===== config.mk =====
export PLATFORM = sky130hd
export DESIGN_NAME = axil_regbus_bridge
export DESIGN_NICKNAME = d
export VERILOG_FILES = /design/src/rtl/axrb_pkg.sv /design/src/rtl/axrb_req_latch.sv /design/src/rtl/axrb_ctrl.sv /design/src/rtl/axrb_rdata_hold.sv /design/src/rtl/axil_regbus_bridge.sv
export SDC_FILE = /design/constraint.sdc
export NUM_CORES = 1
export LEC_CHECK = 0
export ABC_CLOCK_PERIOD_IN_PS = 2300
export BUFFER_PORTS_ARGS = -buffer_cell sky130_fd_sc_hd__buf_2
export CAP_MARGIN = 10
export CORE_AREA = 4 4 129 131
export CTS_BUF_LIST = sky130_fd_sc_hd__clkbuf_4 sky130_fd_sc_hd__clkbuf_8
export DETAILED_ROUTE_END_ITERATION = 12
export DIE_AREA = 0 0 133 135
export PLACE_DENSITY = 0.78
export REMOVE_ABC_BUFFERS = 1
export SYNTH_ARGS = -nofsm -noshare
export SYNTH_HDL_FRONTEND = slang
export SYNTH_SLANG_ARGS = --single-unit

===== constraint.sdc =====
create_clock -name clk -period 2.3 [get_ports clk]
set_input_delay 0.46 -clock clk [delete_from_list [all_inputs] [get_ports clk]]
set_output_delay 0.46 -clock clk [all_outputs]
set_load 0.01 [all_outputs]

===== src/rtl/axrb_pkg.sv =====
package axrb_pkg;

   typedef enum logic [2:0] {
      ST_IDLE    = 3'd0,
      ST_RD_ACC  = 3'd1,
      ST_RD_RESP = 3'd2,
      ST_WR_ACC  = 3'd3,
      ST_WR_RESP = 3'd4
   } axrb_state_e;

   localparam logic [1:0] RESP_OKAY = 2'b00;

endpackage


===== src/rtl/axrb_req_latch.sv =====
// Captures the accepted address, write data and byte enables so the
// register bus is driven from internal state, not from the AXI inputs.
module axrb_req_latch #(
   parameter int ADDR_W = 16,
   parameter int DATA_W = 64,
   localparam int STRB_W = DATA_W / 8
) (
   input  logic              clk,
   input  logic              rst,
   input  logic              ar_take,
   input  logic              aw_take,
   input  logic [ADDR_W-1:0] araddr,
   input  logic [ADDR_W-1:0] awaddr,
   input  logic [DATA_W-1:0] wdata,
   input  logic [STRB_W-1:0] wstrb,
   output logic [ADDR_W-1:0] q_addr,
   output logic [DATA_W-1:0] q_wdata,
   output logic [STRB_W-1:0] q_be
);

   always_ff @(posedge clk) begin
      if (rst) begin
         q_addr  <= '0;
         q_wdata <= '0;
         q_be    <= '0;
      end else if (ar_take) begin
         q_addr  <= araddr;
         q_be    <= {STRB_W{1'b1}};
      end else if (aw_take) begin
         q_addr  <= awaddr;
         q_wdata <= wdata;
         q_be    <= wstrb;
      end
   end

endmodule


===== src/rtl/axrb_ctrl.sv =====
// Transaction sequencer: one access per AXI transaction, read first.
module axrb_ctrl
   import axrb_pkg::*;
#(
   parameter bit READ_BYPASS = 1'b1
) (
   input  logic        clk,
   input  logic        rst,
   input  logic        arvalid,
   input  logic        awvalid,
   input  logic        wvalid,
   input  logic        rready,
   input  logic        bready,
   input  logic        rb_ack,
   output logic        arready,
   output logic        awready,
   output logic        wready,
   output logic        ar_take,
   output logic        aw_take,
   output logic        rb_stb,
   output logic        rb_we,
   output logic        rvalid,
   output logic        rd_live,
   output logic        rd_cap,
   output logic        bvalid
);

   axrb_state_e st_q, st_d;
   logic        idle, rd_acc, wr_acc;
   logic        fast_rsp;

   assign idle    = (st_q == ST_IDLE);
   assign rd_acc  = (st_q == ST_RD_ACC);
   assign wr_acc  = (st_q == ST_WR_ACC);

   assign arready = idle;
   assign ar_take = idle & arvalid;
   assign awready = idle & ~arvalid & awvalid & wvalid;
   assign wready  = awready;
   assign aw_take = awready;

   assign rb_stb  = rd_acc | wr_acc;
   assign rb_we   = wr_acc;
   assign rd_cap  = rd_acc & rb_ack;
   assign bvalid  = (st_q == ST_WR_RESP);

   // Variant choice: answer in the access cycle, or always one cycle later.
   generate
      if (READ_BYPASS) begin : g_fast
         assign fast_rsp = rd_acc & rb_ack;
      end else begin : g_reg
         assign fast_rsp = 1'b0;
      end
   endgenerate

   assign rd_live = fast_rsp;
   assign rvalid  = fast_rsp | (st_q == ST_RD_RESP);

   always_comb begin
      st_d = st_q;
      unique case (st_q)
         ST_IDLE: begin
            if (arvalid)                st_d = ST_RD_ACC;
            else if (awvalid && wvalid) st_d = ST_WR_ACC;
         end
         ST_RD_ACC: begin
            if (rb_ack) st_d = (fast_rsp && rready) ? ST_IDLE : ST_RD_RESP;
         end
         ST_RD_RESP: if (rready) st_d = ST_IDLE;
         ST_WR_ACC:  if (rb_ack) st_d = ST_WR_RESP;
         ST_WR_RESP: if (bready) st_d = ST_IDLE;
         default:    st_d = ST_IDLE;
      endcase
   end

   always_ff @(posedge clk) begin
      if (rst) st_q <= ST_IDLE;
      else     st_q <= st_d;
   end

endmodule


===== src/rtl/axrb_rdata_hold.sv =====
// Holds read data once captured; optionally forwards live data on the
// fast response cycle.
module axrb_rdata_hold #(
   parameter int DATA_W      = 64,
   parameter bit READ_BYPASS = 1'b1
) (
   input  logic              clk,
   input  logic              rst,
   input  logic              cap,
   input  logic              live,
   input  logic [DATA_W-1:0] rb_rdata,
   output logic [DATA_W-1:0] rdata
);

   logic [DATA_W-1:0] held_q;

   always_ff @(posedge clk) begin
      if (rst)      held_q <= '0;
      else if (cap) held_q <= rb_rdata;
   end

   generate
      if (READ_BYPASS) begin : g_mux
         assign rdata = live ? rb_rdata : held_q;
      end else begin : g_held
         assign rdata = held_q;
      end
   endgenerate

endmodule


===== src/rtl/axil_regbus_bridge.sv =====
module axil_regbus_bridge
   import axrb_pkg::*;
#(
   parameter int ADDR_W      = 16,
   parameter int DATA_W      = 64,
   parameter bit READ_BYPASS = 1'b1,
   localparam int STRB_W     = DATA_W / 8
) (
   input  logic              clk,
   input  logic              rst,
   input  logic [ADDR_W-1:0] s_araddr,
   input  logic              s_arvalid,
   output logic              s_arready,
   output logic [DATA_W-1:0] s_rdata,
   output logic [1:0]        s_rresp,
   output logic              s_rvalid,
   input  logic              s_rready,
   input  logic [ADDR_W-1:0] s_awaddr,
   input  logic              s_awvalid,
   output logic              s_awready,
   input  logic [DATA_W-1:0] s_wdata,
   input  logic [STRB_W-1:0] s_wstrb,
   input  logic              s_wvalid,
   output logic              s_wready,
   output logic [1:0]        s_bresp,
   output logic              s_bvalid,
   input  logic              s_bready,
   output logic              rb_stb,
   output logic              rb_we,
   output logic [ADDR_W-1:0] rb_addr,
   output logic [DATA_W-1:0] rb_wdata,
   output logic [STRB_W-1:0] rb_be,
   input  logic [DATA_W-1:0] rb_rdata,
   input  logic              rb_ack
);

   localparam int BYTE_BITS = $clog2(STRB_W);

   generate
      if (DATA_W != 32 && DATA_W != 64) begin : g_bad_width
         $error("axil_regbus_bridge: DATA_W must be 32 or 64");
      end
      if (ADDR_W <= BYTE_BITS) begin : g_bad_addr
         $error("axil_regbus_bridge: ADDR_W too small for the word size");
      end
   endgenerate

   logic ar_take, aw_take, rd_live, rd_cap;

   axrb_ctrl #(.READ_BYPASS(READ_BYPASS)) ctrl_i (
      .clk     (clk),
      .rst     (rst),
      .arvalid (s_arvalid),
      .awvalid (s_awvalid),
      .wvalid  (s_wvalid),
      .rready  (s_rready),
      .bready  (s_bready),
      .rb_ack  (rb_ack),
      .arready (s_arready),
      .awready (s_awready),
      .wready  (s_wready),
      .ar_take (ar_take),
      .aw_take (aw_take),
      .rb_stb  (rb_stb),
      .rb_we   (rb_we),
      .rvalid  (s_rvalid),
      .rd_live (rd_live),
      .rd_cap  (rd_cap),
      .bvalid  (s_bvalid)
   );

   axrb_req_latch #(.ADDR_W(ADDR_W), .DATA_W(DATA_W)) latch_i (
      .clk     (clk),
      .rst     (rst),
      .ar_take (ar_take),
      .aw_take (aw_take),
      .araddr  (s_araddr),
      .awaddr  (s_awaddr),
      .wdata   (s_wdata),
      .wstrb   (s_wstrb),
      .q_addr  (rb_addr),
      .q_wdata (rb_wdata),
      .q_be    (rb_be)
   );

   axrb_rdata_hold #(.DATA_W(DATA_W), .READ_BYPASS(READ_BYPASS)) hold_i (
      .clk      (clk),
      .rst      (rst),
      .cap      (rd_cap),
      .live     (rd_live),
      .rb_rdata (rb_rdata),
      .rdata    (s_rdata)
   );

   assign s_rresp = RESP_OKAY;
   assign s_bresp = RESP_OKAY;

endmodule


Word-level counts from Yosys, hierarchy flattened
Index checks and enable logic that the tools add are counted.

word-level totals
  input bits = 176
  word-level logic and storage cells = 42
  register bits = 155

operators by class
  reductions and logical operators = 6
  bitwise gates (word level) = 9
  equal/unequal tests = 9
  multiplexer cells = 13

operators with widths
  cell                                                             number
  64-bit 2-to-1 mux                                                1
  16-bit 2-to-1 mux                                                2
  3-bit 2-to-1 mux                                                 6
  8-bit 2-to-1 mux                                                 2
  3-bit case mux with 5 select lines                               1
  3-bit by 2-bit == test with 1-bit output, second input constant  2
  2-bit != test, second input constant                             3
  1-bit bitwise AND                                                5
  5-bit AND reduction                                              1
  3-bit by 1-bit == test with 1-bit output, second input constant  1
  3-bit == test, second input constant                             1
  3-bit zero test                                                  1
  3-bit != test, second input constant                             1
  1-bit logical AND                                                2
  2-bit 2-to-1 mux                                                 1
  2-bit by 1-bit != test with 1-bit output, second input constant  1
  1-bit inverter                                                   2
  1-bit bitwise OR                                                 2
  2-bit AND reduction                                              1
  2-bit nonzero test                                               1

Longest topological paths before layout
  depth in word-level cells = 6
  depth in mapped cells = 8
  mapped depth without buffers = 4

Hierarchy
A second synthesis with hierarchy kept.

second synthesis, totals
  cells, all modules = 701
  area total of the unflattened synthesis = 6986.7 um2

modules (own cells, without submodules)
  module              times used  cells each  seq. area each (um2)  area an instance (um2)
  axrb_rdata_hold     1           277         1281.2                3368.2
  axrb_req_latch      1           385         1761.7                3316.9
  axrb_ctrl           1           34          60.1                  267.8
  axil_regbus_bridge  1           5           0.0                   33.8

Least setup slack after synthesis
OpenSTA, ideal clock, no wires.

  path type = in2out
  from = in rb_ack
  to = out s_rdata[0]
  data arrival time = 1439 ps
  required time = 1840 ps
  slack = 401 ps
  stages on the path = 4
  cell sequence = nor4bb_4 buf_4 buf_6 mux2_1

on the way
  cells in the longest elaborated chain, start to end = 2

ends and longest elaborated chain
  item                RTL line                  source
  start: declaration  axil_regbus_bridge.sv:34  input logic rb_ack
  1-bit bitwise AND   axrb_ctrl.sv:50           assign fast_rsp = rd_acc & rb_ack;
  64-bit 2-to-1 mux   axrb_rdata_hold.sv:24     assign rdata = live ? rb_rdata : held_q;
  end: declaration    axil_regbus_bridge.sv:14  output logic [DATA_W-1:0] s_rdata,

No other way between the ends.

Worst setup path after layout
  from = reg ctrl_i.st_q[2]
  to = out s_rdata[5]

on the way
  cells in the longest elaborated chain, start to end = 3

ends and longest elaborated chain
  item                                      RTL line               source
  start: declaration                        axrb_ctrl.sv:28        axrb_state_e st_q, st_d;
  start signal: assignment                  axrb_ctrl.sv:78        else st_q <= st_d;
  3-bit by 1-bit == test with 1-bit output  axrb_ctrl.sv:33        assign rd_acc = (st_q == ST_RD_ACC);
  1-bit bitwise AND                         axrb_ctrl.sv:50
  64-bit 2-to-1 mux                         axrb_rdata_hold.sv:24

No other way between the ends.

==> metrics.yaml <==
layout.nets: 1160
post-route-util_pct: 60.40
clockBufferDepth: 2
fin_area_mm2: 0.009420
numClockSinks: 155
fin_cells: 1214
worst_clock_skew_ns: 0.01528
grt_overflow: 0
synth-edff-count: 0
slew_headroom_pct: 63.06
yosysTopAreaCell: "dfxtp_1"
violations: "setup timing"
clkLatencyLatePin_ns: 0.44
synth_area_leaders: "dfxtp_1, mux2_1, a21oi_1, nor2b_1, o21ai_0"
globalplace.congestion: 0.8017
end_kind: "primary output"
crit_path_max_fanout: 8
async_flop_share_pct: 0
maxCapViolCount: 0
initialDrtViolationCount: 333
ant_nets: 0
syn2layout_area_growth_pct: 50.13
yosys_most_used_dff: "dfxtp_1"
crit_chain: "nor4bb_4 > buf_6 > buf_12 > buf_12 > mux2_4 > buf_6"
arrival_ns: 1.98
syn_area_per_cell_um2: 9.639
drcViolationCount: 0
yosysWarnings: 0
fp-row-count: 46
post_drt_wl_per_cell_um: 18.75
firstDrtPassIters: 5
vias: 6280
max_clock_freq_mhz: 409.9
post_dp_cell_area_mm2: 0.008088
die_h_um: 135
placed_cells: 1160
grt_max_degree: 85
holdWs_ns: 0.2661
p_total_mw: 6.862
power_density_mw_per_mm2: 728.4
rsz0062_at_grt: "true"
synth_cells: 651
clk_pin_slew_ns: 0.09
seq_area_frac_synth_pct: 49.45
port-buffer-count: 334
report.final.hold_viol_count: 0
crit_family: "buffers and inverters"
cts_root_buf: "clkbuf_8"
final_common_cell: "buf_2"
path_class: "flop to primary output"
setup.worst_path.start_class: "flop"
grt_pass1_vias: 6366
max_stage_delay_ns: 0.34
netlist_area_mm2: 0.006275
synth_cell_type_count: 36
outcome: "finished with violations"
antenna_found_initial: 2
h-tree-depth: 4
yosys.area.top_type_share_pct: 49.45
crit_buf_inv: 4
setup_tns_ns: -6.951
worst-slew-pin-transition_ns: 0.5541
track_usage_pct: 23.59
initial_core_util_pct: 40.23
cts_hold_buf: 0
post-route-period-util_pct: 106.1
slowest_stage: "dfxtp_2"
fin_ws_ns: -0.1397
drive_above_1_share_pct: 48.95
setup_violations: 64
dp_hpwl_um: 14100
ir_worst_vdd_mv: 0.4431
io_pins: 339
period_minus_slack_ns: 2.440
pre_cts_ws_ns: 0.03716
dieArea_mm2: 0.01796
core_mm2: 0.01560
cts_tree: "built"
die_w_um: 133
ys_ff_latch: 155
finalMaxSlewViolations: 0
drt_wl_total_um: 22760
hold_class: "input pin to flop"
layout_common_cells: "buf_2, dfxtp_1, a21oi_1"
cp.required_ns: 1.84
vias_per_cell: 5.173
cts_buffers: 17
grt_pass1_wl_um: 34170
power_leakage_nw: 4.244
-- power by group --
| group | internal [mW] | switching, mW |
|---|---|---|
| logic | 0.933 | 0.989 |
| registers | 2.85 | 0.0693 |
| clock network | 0.924 | 1.09 |
| total | 4.71 | 2.15 |
-- synthesized netlist by cell type (all sizes together) (2+ instances only) --
master and count:
a211oi 5, a21oi 82, a31oi 3, a32oi 13, buf 28, clkbuf 43, dfxtp 155, inv 2
mux2 65, nand2 5, nand2b 2, nand3 73, nor2 6, nor2b 65, nor3 4, nor3b 3
nor4b 2, o21ai 80, o22ai 4
-- kinds of logic (layout without fill, tap and decap cells) --
family	after synthesis	in the layout	share of synthesized area (%)
compound gates	189	189	16.31
simple gates	166	166	15.35
flops	155	155	49.45
buf+inv	74	417	6.999
mux	66	66	11.82
other cells	1	5	0.05976
-- per-layer routing --
metal  vias to the layer above  global-route usage [%]  routed length, um
li1                       2948                       -                  -
met1                      2975                   27.37               8551
met2                       304                   41.17              11570
met3                        49                   7.414               2038
met4                         4                   8.256                575
met5                         -                       0                 23
-- worst paths after layout --
kind	endpoint	from	slack, ns	depth (start not counted)
max	s_rdata[5]	ctrl_i.st_q[2]$_SDFFE_PP0P_	-0.14	6
min	latch_i.q_wdata[54]$_SDFFE_PP0P_	s_wdata[54]	0.27	3
max reg2reg	ctrl_i.st_q[2]$_SDFFE_PP0P_	ctrl_i.st_q[2]$_SDFFE_PP0P_	0.24	8
min reg2reg	latch_i.q_wdata[1]$_SDFFE_PP0P_	latch_i.q_wdata[1]$_SDFFE_PP0P_	0.47	2
-- repair_timing --
item / in CTS / in global routing
gates cloned: 4 / 2
pin swaps: 1 / 1
endpoints found under the setup margin: 66 / 66
gates resized for setup: 128 / 27
setup buffers: 12 / 5
-- area by class of cell --
cell class | instances | area [um^2]
fillers | 1264 | 6177
flip-flops and latches | 155 | 3105
multi-input cells | 425 | 2987
repair buffers | 382 | 2653
well taps | 216 | 270.3
clock buffers | 19 | 255.2
clock inverters | 13 | 131.4
inverters | 3 | 16.27
diodes | 1 | 2.502
-- state kept, by name (all words and copies together) (netlist names) --
| register | cells |
|---|---|
| ctrl_i.st_q | 3 |
| latch_i.q_addr | 16 |
| latch_i.q_be | 8 |
| hold_i.held_q | 64 |
| latch_i.q_wdata | 64 |
-- worst register-to-register path, delay by kind of cell, from the launching register on --
kind / cells / cell delay, ns
simple gates: 2 / 0.59
buf+inv: 5 / 0.80
compound gates: 1 / 0.18
flops: 1 / 0.34
No activity file was read; power rests on OpenSTA's default activity.
